===== config.mk =====
export PLATFORM = sky130hd
export DESIGN_NAME = commit_thread_select
export DESIGN_NICKNAME = d
export VERILOG_FILES = /design/src/rtl/commit_sel_pkg.sv /design/src/rtl/csel_qualify.sv /design/src/rtl/csel_rotate_order.sv /design/src/rtl/csel_age_pick.sv /design/src/rtl/commit_thread_select.sv
export SDC_FILE = /design/constraint.sdc
export NUM_CORES = 1
export LEC_CHECK = 0
export CORE_MARGIN = 8
export CORE_UTILIZATION = 57
export CTS_CLUSTER_DIAMETER = 40
export CTS_CLUSTER_SIZE = 40
export DETAILED_ROUTE_END_ITERATION = 8
export DONT_BUFFER_PORTS = 1
export PLACE_DENSITY = 0.72
export SLEW_MARGIN = 20
export SYNTH_ARGS = -nofsm -noshare
export SYNTH_HDL_FRONTEND = slang
export SYNTH_SLANG_ARGS = --single-unit

===== constraint.sdc =====
create_clock -name clk -period 10.3 [get_ports clk]
set_input_delay 1.545 -clock clk [delete_from_list [all_inputs] [get_ports clk]]
set_output_delay 1.545 -clock clk [all_outputs]
set_load 0.02 [all_outputs]

===== src/rtl/commit_sel_pkg.sv =====
package commit_sel_pkg;

  typedef enum logic [2:0] {
    TS_IDLE       = 3'd0,
    TS_RUNNING    = 3'd1,
    TS_ROB_SQUASH = 3'd2,
    TS_TRAP_WAIT  = 3'd3,
    TS_FETCH_TRAP = 3'd4
  } thr_state_e;

  typedef enum logic [1:0] {
    POL_GREEDY = 2'd0,
    POL_ROTATE = 2'd1,
    POL_AGE    = 2'd2,
    POL_ALT    = 2'd3
  } commit_pol_e;

  localparam int unsigned STATE_W = 3;

  // A thread may offer its head to commit only in these states.
  function automatic logic state_usable(input logic [STATE_W-1:0] s);
    return (s == TS_IDLE) || (s == TS_RUNNING) || (s == TS_FETCH_TRAP);
  endfunction

endpackage


===== src/rtl/csel_qualify.sv =====
module csel_qualify
  import commit_sel_pkg::*;
#(
  parameter int unsigned NUM_THREADS = 4
) (
  input  logic [NUM_THREADS-1:0]         thread_active,
  input  logic [STATE_W*NUM_THREADS-1:0] thread_status,
  input  logic [NUM_THREADS-1:0]         rob_empty,
  input  logic [NUM_THREADS-1:0]         head_ready,
  output logic [NUM_THREADS-1:0]         rot_cand,
  output logic [NUM_THREADS-1:0]         age_cand
);

  logic [NUM_THREADS-1:0] usable;

  for (genvar t = 0; t < NUM_THREADS; t++) begin : g_thr
    assign usable[t]   = thread_active[t] &&
                         state_usable(thread_status[t*STATE_W +: STATE_W]);
    assign rot_cand[t] = usable[t] && head_ready[t];
    assign age_cand[t] = usable[t] && head_ready[t] && !rob_empty[t];
  end

endmodule


===== src/rtl/csel_rotate_order.sv =====
module csel_rotate_order #(
  parameter int unsigned NUM_THREADS = 4,
  parameter int unsigned TID_W       = 2
) (
  input  logic                         clk,
  input  logic                         rst_n,
  input  logic [NUM_THREADS-1:0]       cand,
  input  logic                         advance,
  output logic                         hit,
  output logic [TID_W-1:0]             hit_tid,
  output logic [NUM_THREADS*TID_W-1:0] order_flat
);

  logic [TID_W-1:0] order_q [NUM_THREADS];
  logic [TID_W-1:0] order_d [NUM_THREADS];
  logic [TID_W-1:0] slot_c;
  logic             order_en;

  // Front-to-back scan of the ordering for the first candidate.
  always_comb begin
    hit     = 1'b0;
    slot_c  = '0;
    hit_tid = '0;
    for (int k = 0; k < NUM_THREADS; k++) begin
      if (!hit && cand[order_q[k]]) begin
        hit     = 1'b1;
        slot_c  = k[TID_W-1:0];
        hit_tid = order_q[k];
      end
    end
  end

  assign order_en = advance && hit;

  // Close the gap left by the winner, then append it at the back.
  always_comb begin
    for (int k = 0; k < NUM_THREADS; k++) order_d[k] = order_q[k];
    for (int k = 0; k < NUM_THREADS - 1; k++) begin
      if (k >= int'(slot_c)) order_d[k] = order_q[k+1];
    end
    order_d[NUM_THREADS-1] = hit_tid;
  end

  always_ff @(posedge clk or negedge rst_n) begin
    if (!rst_n) begin
      for (int k = 0; k < NUM_THREADS; k++) order_q[k] <= k[TID_W-1:0];
    end else if (order_en) begin
      for (int k = 0; k < NUM_THREADS; k++) order_q[k] <= order_d[k];
    end
  end

  for (genvar k = 0; k < NUM_THREADS; k++) begin : g_flat
    assign order_flat[k*TID_W +: TID_W] = order_q[k];
  end

endmodule


===== src/rtl/csel_age_pick.sv =====
module csel_age_pick #(
  parameter int unsigned NUM_THREADS = 4,
  parameter int unsigned SEQ_W       = 16,
  parameter int unsigned TID_W       = 2
) (
  input  logic [NUM_THREADS-1:0]       cand,
  input  logic [SEQ_W*NUM_THREADS-1:0] head_seq,
  output logic                         found,
  output logic [TID_W-1:0]             found_tid
);

  logic [SEQ_W-1:0] best_seq;

  // Strictly-smaller replacement keeps the lower index on a tie.
  always_comb begin
    found     = 1'b0;
    found_tid = '0;
    best_seq  = '0;
    for (int k = 0; k < NUM_THREADS; k++) begin
      if (cand[k] && (!found || (head_seq[k*SEQ_W +: SEQ_W] < best_seq))) begin
        found     = 1'b1;
        best_seq  = head_seq[k*SEQ_W +: SEQ_W];
        found_tid = k[TID_W-1:0];
      end
    end
  end

endmodule


===== src/rtl/commit_thread_select.sv =====
module commit_thread_select
  import commit_sel_pkg::*;
#(
  parameter int unsigned NUM_THREADS = 4,
  parameter int unsigned SEQ_W       = 16,
  parameter int unsigned TID_W       = (NUM_THREADS > 1) ? $clog2(NUM_THREADS) : 1
) (
  input  logic                           clk,
  input  logic                           rst_n,
  input  logic [1:0]                     policy_sel,
  input  logic [NUM_THREADS-1:0]         thread_active,
  input  logic [3*NUM_THREADS-1:0]       thread_status,
  input  logic [NUM_THREADS-1:0]         rob_empty,
  input  logic [NUM_THREADS-1:0]         head_ready,
  input  logic [SEQ_W*NUM_THREADS-1:0]   head_seq,
  input  logic                           select_stb,
  output logic                           pick_valid,
  output logic [TID_W-1:0]               pick_tid
);

  logic [NUM_THREADS*TID_W-1:0] rr_order_flat;

  if (NUM_THREADS == 1) begin : g_single
    // Single-thread shortcut: the caller checks head readiness itself.
    logic unused_ok;
    assign unused_ok = ^{clk, rst_n, policy_sel, rob_empty, head_ready,
                         head_seq, select_stb};
    assign pick_valid    = thread_active[0] && state_usable(thread_status[2:0]);
    assign pick_tid      = '0;
    assign rr_order_flat = '0;
  end else begin : g_multi
    logic [NUM_THREADS-1:0] rot_cand;
    logic [NUM_THREADS-1:0] age_cand;
    logic                   rot_hit;
    logic [TID_W-1:0]       rot_tid;
    logic                   age_hit;
    logic [TID_W-1:0]       age_tid;
    logic                   rot_mode;

    assign rot_mode = (policy_sel == POL_ROTATE);

    csel_qualify #(.NUM_THREADS(NUM_THREADS)) u_qual (
      .thread_active (thread_active),
      .thread_status (thread_status),
      .rob_empty     (rob_empty),
      .head_ready    (head_ready),
      .rot_cand      (rot_cand),
      .age_cand      (age_cand)
    );

    csel_rotate_order #(.NUM_THREADS(NUM_THREADS), .TID_W(TID_W)) u_rot (
      .clk        (clk),
      .rst_n      (rst_n),
      .cand       (rot_cand),
      .advance    (select_stb && rot_mode),
      .hit        (rot_hit),
      .hit_tid    (rot_tid),
      .order_flat (rr_order_flat)
    );

    csel_age_pick #(.NUM_THREADS(NUM_THREADS), .SEQ_W(SEQ_W), .TID_W(TID_W)) u_age (
      .cand      (age_cand),
      .head_seq  (head_seq),
      .found     (age_hit),
      .found_tid (age_tid)
    );

    // Greedy and the spare code share the age rule.
    always_comb begin
      if (rot_mode) begin
        pick_valid = rot_hit;
        pick_tid   = rot_tid;
      end else begin
        pick_valid = age_hit;
        pick_tid   = age_tid;
      end
    end
  end

endmodule


== After elaboration in Yosys (flattened, before gate mapping) ==
Cells that the tools add are included.
W data, S select, Z words.

* Equal/unequal tests: 9
* $lt $le $gt $ge: 10
* Reductions and logical operators: 48
* Muxes and demuxes: 31

{| class="wikitable"
|+ Operators by type and width
! kind !! number
|-
| $lt A16 B16 Y1 || 3
|-
| $mux W16 || 3
|-
| $logic_and A1 B1 Y1 || 20
|-
| $mux W2 || 9
|-
| $mux W1 || 15
|-
| $eq A3 B1 Y1 const B || 4
|-
| $eq A3 B3 Y1 const B || 4
|-
| $logic_not A3 Y1 || 4
|-
| $lt A2 B3 Y1 const B || 4
|-
| $logic_or A1 B1 Y1 || 11
|-
| $logic_not A1 Y1 || 10
|-
| $bmux W1 S2 || 4
|-
| $reduce_and A2 Y1 || 3
|-
| $ge A1 B2 Y1 const A || 2
|-
| $eq A2 B1 Y1 const B || 1
|-
| $ge A2 B2 Y1 const A || 1
|}

* Bits of input ports: 93
* Output and inout bits: 3
* Register bits: 8
* Logic and storage cells: 102

== Depth between registers and ports, before layout ==
* Depth in word-level cells: 20
* Gate-level depth with buffers: 32
* Gate-level depth less buffers: 28

== Modules after synthesis ==
A second synthesis with hierarchy kept.

* Cell total of the unflattened synthesis: 283
* Area, all modules: 2342.2 um^2

{| class="wikitable"
|+ Modules (own cells, without submodules)
! module !! times used !! cells an instance !! sequential area each (um^2) !! area each (um^2)
|-
| csel_age_pick || 1 || 221 || 0.0 || 1639.1
|-
| csel_rotate_order || 1 || 43 || 205.2 || 536.8
|-
| csel_qualify || 1 || 14 || 0.0 || 100.1
|-
| commit_thread_select || 1 || 5 || 0.0 || 66.3
|}

== Worst setup path after synthesis ==
Ideal clock, no wire load.

* Path type: input to output
* Start: input port thread_active[0]
* End: output port pick_tid[0]
* Path buffers: 4
* Stages on the path: 31
* Data arrival time: 8111 ps
* Data required time: 8755 ps
* Path slack: 644 ps
* Cells stage by stage: nand2_1 nor4b_1 buf_2 buf_1 nand2_1 ha_1 a21oi_1 nand2_1 a211oi_1 a21boi_1 o32ai_2 buf_2 nor2_1 a21oi_1 ha_1 a21o_1 a21o_1 a2111o_1 or4_4 o21ai_4 buf_12 mux2_4 ha_1 a211oi_1 o21bai_1 a211oi_1 o211ai_1 or3_1 or2b_1 a211oi_1 o22a_1

* Longest elaborated chain between the ends: 17
* Elaborated cells between the ends (all ways): 46
* Those cells by class: order compare: 3; mux: 25; reduce/logical: 18

{| class="wikitable"
|+ Ends and longest elaborated chain
! element !! line !! source
|-
| start: declaration || commit_thread_select.sv:11 || <nowiki>input logic [NUM_THREADS-1:0] thread_active,</nowiki>
|-
| $logic_and A1 B1 Y1 * || csel_qualify.sv:17 || <nowiki>assign usable[t] = thread_active[t] &&</nowiki>
|-
| $logic_and A1 B1 Y1 * || csel_qualify.sv:19, csel_qualify.sv:20 ||
|-
| $logic_and A1 B1 Y1 || csel_qualify.sv:20 || <nowiki>assign age_cand[t] = usable[t] && head_ready[t] && !rob_empty[t];</nowiki>
|-
| $mux W16 / $mux W1 (equally long branches) || csel_age_pick.sv:20 || <nowiki>if (cand[k] && (!found || (head_seq[k*SEQ_W +: SEQ_W] < best_seq))) begin</nowiki>
|-
| $lt A16 B16 Y1 / $logic_not A1 Y1 (equally long branches) || csel_age_pick.sv:20 ||
|-
| $logic_or A1 B1 Y1 || csel_age_pick.sv:20 ||
|-
| $logic_and A1 B1 Y1 || csel_age_pick.sv:20 ||
|-
| $mux W16 / $mux W1 (equally long branches) || csel_age_pick.sv:20 ||
|-
| $lt A16 B16 Y1 / $logic_not A1 Y1 (equally long branches) || csel_age_pick.sv:20 ||
|-
| $logic_or A1 B1 Y1 || csel_age_pick.sv:20 ||
|-
| $logic_and A1 B1 Y1 || csel_age_pick.sv:20 ||
|-
| $mux W16 / $mux W1 (equally long branches) || csel_age_pick.sv:20 ||
|-
| $lt A16 B16 Y1 / $logic_not A1 Y1 (equally long branches) || csel_age_pick.sv:20 ||
|-
| $logic_or A1 B1 Y1 || csel_age_pick.sv:20 ||
|-
| $logic_and A1 B1 Y1 || csel_age_pick.sv:20 ||
|-
| $mux W2 || csel_age_pick.sv:20 ||
|-
| $mux W2 * || commit_thread_select.sv:70 || <nowiki>if (rot_mode) begin</nowiki>
|-
| end: declaration || commit_thread_select.sv:18 || <nowiki>output logic [TID_W-1:0] pick_tid</nowiki>
|}

Mark *: on every way between the ends. The rest lies on a longest branch, timed or not. The select of a mux whose other input is x is not followed.

== Worst setup path after layout ==
Ends and elaborated chain as after synthesis.

==> metrics <==
cts hold-fix bufs 0; Distinct cells, synth 54; post-route setup TNS 0 ns; leading cell type by number of instances after synthesis ha_1; Power Density 71.4 mW/mm²; via/cell ratio 6.35; syn nets between 400 and 500; Worst Hold Class reg2reg; 1st-iter DRT viols 86; M3 GR Usage 0.0734; first-pass detailed-route iteration total 4; share of cells above drive strength 1 0.165; Worst Path Max Fanout 20; EDFF count, synth 0; slowest stage delay, CP 0.46 ns; clock latency on the worst-skew pair 0.23 ns; critical path capture point type output port; CP most frequent cell a211oi_1; Global Route Usage Sum 0.189; DIE WIDTH between 70 and 80 µm; core footprint approximately 0.004 mm²; CTS resizes 0; gp weighted congestion ~0.85; CP Data Required Time 8.76 ns; status complete, no violations; dpl hpwl between 5000 and 6000 µm; post-CTS setup buffer count 0; Highest Clock Rate 0.104 GHz; Buffers on Ports 0; TritonCTS Buffers 3; clock slew at reported path FFs around 0.04 ns; Antenna Nets Post-Route 0; Leakage 0.992 nW; setup violators final 0; clk root buf clkbuf_8; drt wl/cell 18.1 µm; Die H 79.3 µm; initial core utilization 0.580; Slowest-stage cell, CP or4_4; largest net degree at the start of global routing 21; met2 track demand over resource 0.296; CTS max path bufs 2; async set-reset flop share out of synthesis 1.00; Synth warnings 0; initial antenna violation count 0; CTS H-Tree Depth 1; IR drop worst, VDD 81.2 µV; area of the die 0.00629 mm²; clk sink count 8; Final #Nets between 400 and 500; post-route clock period utilization 0.937; GR Util met1 0.240; share of the synthesized area in the top cell type 0.246; number of antenna diodes 0; max reg flops 8; number of global-route vias before repair 2,179; top post-synthesis cells by count ha_1 (45), nor2_1 (33), nand2_1 (30); Worst setup SP type input port; CP Data Arrival Time between 8 and 9 ns; drc violations 0; Slew Viols, Final 0; top cells by area, synth ha_1 (25%), mux2_2 (6.9%), mux2_4 (6.6%); Clock Skews 0.00358 ns; Top FF cell, synth dfstp_2; Total Routed Length 6040 µm; CP Class in2out; Ports 96; first-pass GRT wire length 9800 µm; actual slew at the worst max-slew pin 0.486 ns; synth-to-layout area growth 5.36%; post-synthesis sequential area ratio 0.0898; Total Power ~170 µW; Cells after Synth 281; syn_area_per_cell slightly above 8 µm²; unrepaired setup endpoints after global routing false; fin crit period 9.65 ns; Final Hold Vio Count 0; max_slew headroom 0.677; vias 2,120; synthesized area 0.00229 mm²; Rows 23; GRT Max-Usage Layer met2; grt ovf 0; max cap viols 0; Yosys reg bits 8; Yosys top cell by area ha_1; TritonCTS clock tree done
## cells in the final DEF, fill, tap and decap left out, types with 4 or more instances in the layout
cell type	count
nand3_1	6
a21oi_1	28
nand2_1	30
dfrtp_1	4
dfstp_2	4
mux2_4	10
a211oi_1	9
o21a_1	5
inv_1	17
ha_1	45
o211ai_1	5
o21ai_0	13
nor2_1	33
buf_4	4
nand4_1	9
mux2_2	14
## metrics by stage
stage               hold slack, ns  area [µm²]   util  std cells  setup slack [ns]
floorplan                    0.472        2290      -        281             0.644
global placement             0.494        2340  0.593        328             0.618
detailed placement           0.500        2340  0.593        328             0.533
CTS                          0.507        2380  0.604        332             0.482
global route                 0.535        2410  0.611        334             0.178
finish                       0.509        2410  0.611        334             0.648
## cells by family after synthesis
logic type | count (synthesis) | synth area share
buffers and inverters | 23 | 0.0509
flip-flops | 8 | 0.0898
adder cells (fa/ha/maj) | 45 | 0.246
AO/OA/AOI/OAI | 81 | 0.244
AND/OR/NAND/NOR | 97 | 0.211
multiplexers | 27 | 0.159
## final timing paths
path	start	to	slack (ns)	depth (start not counted)
max in group asynchronous	rst_n	g_multi.u_rot.order_flat[5]	9.12	0
setup reg to reg	g_multi.u_rot.order_flat[5]	g_multi.u_rot.order_flat[4]	8.26	5
hold / removal	g_multi.u_rot.order_flat[7]	g_multi.u_rot.order_flat[7]	0.51	2
min in group asynchronous	rst_n	g_multi.u_rot.order_flat[3]	1.01	0
hold reg to reg	g_multi.u_rot.order_flat[7]	g_multi.u_rot.order_flat[7]	0.51	2
setup / recovery	thread_active[0]	pick_tid[0]	0.65	29
## layout make-up
type,count,area (µm²)
fillers,358,1530
inverters,17,63.8
repair buffers,5,50.0
flip-flops and latches,8,205
multi-input cells,250,1980
well taps,50,62.6
clock buffers,4,45.0
## where the power goes
| part | switching [mW] | internal (mW) |
|---|---|---|
| Combinational | 0.0384 | 0.0391 |
| Sequential | 0.0115 | 0.0432 |
| Clock | 0.0130 | 0.0269 |
## worst max-delay path, delay by kind of cell
family          cells  cell delay, ns
compound gates     15            3.26
fa+ha+maj           3            0.89
buf+inv             2            0.46
mux                 1            0.33
simple gates        8            1.57
## per-layer routing
layer	vias up	part of all wire
met4	0	0.016
met5	-	0
met1	955	0.45
met3	8	0.11
met2	89	0.42
li1	1068	-
(Power assumes the default switching activity.)
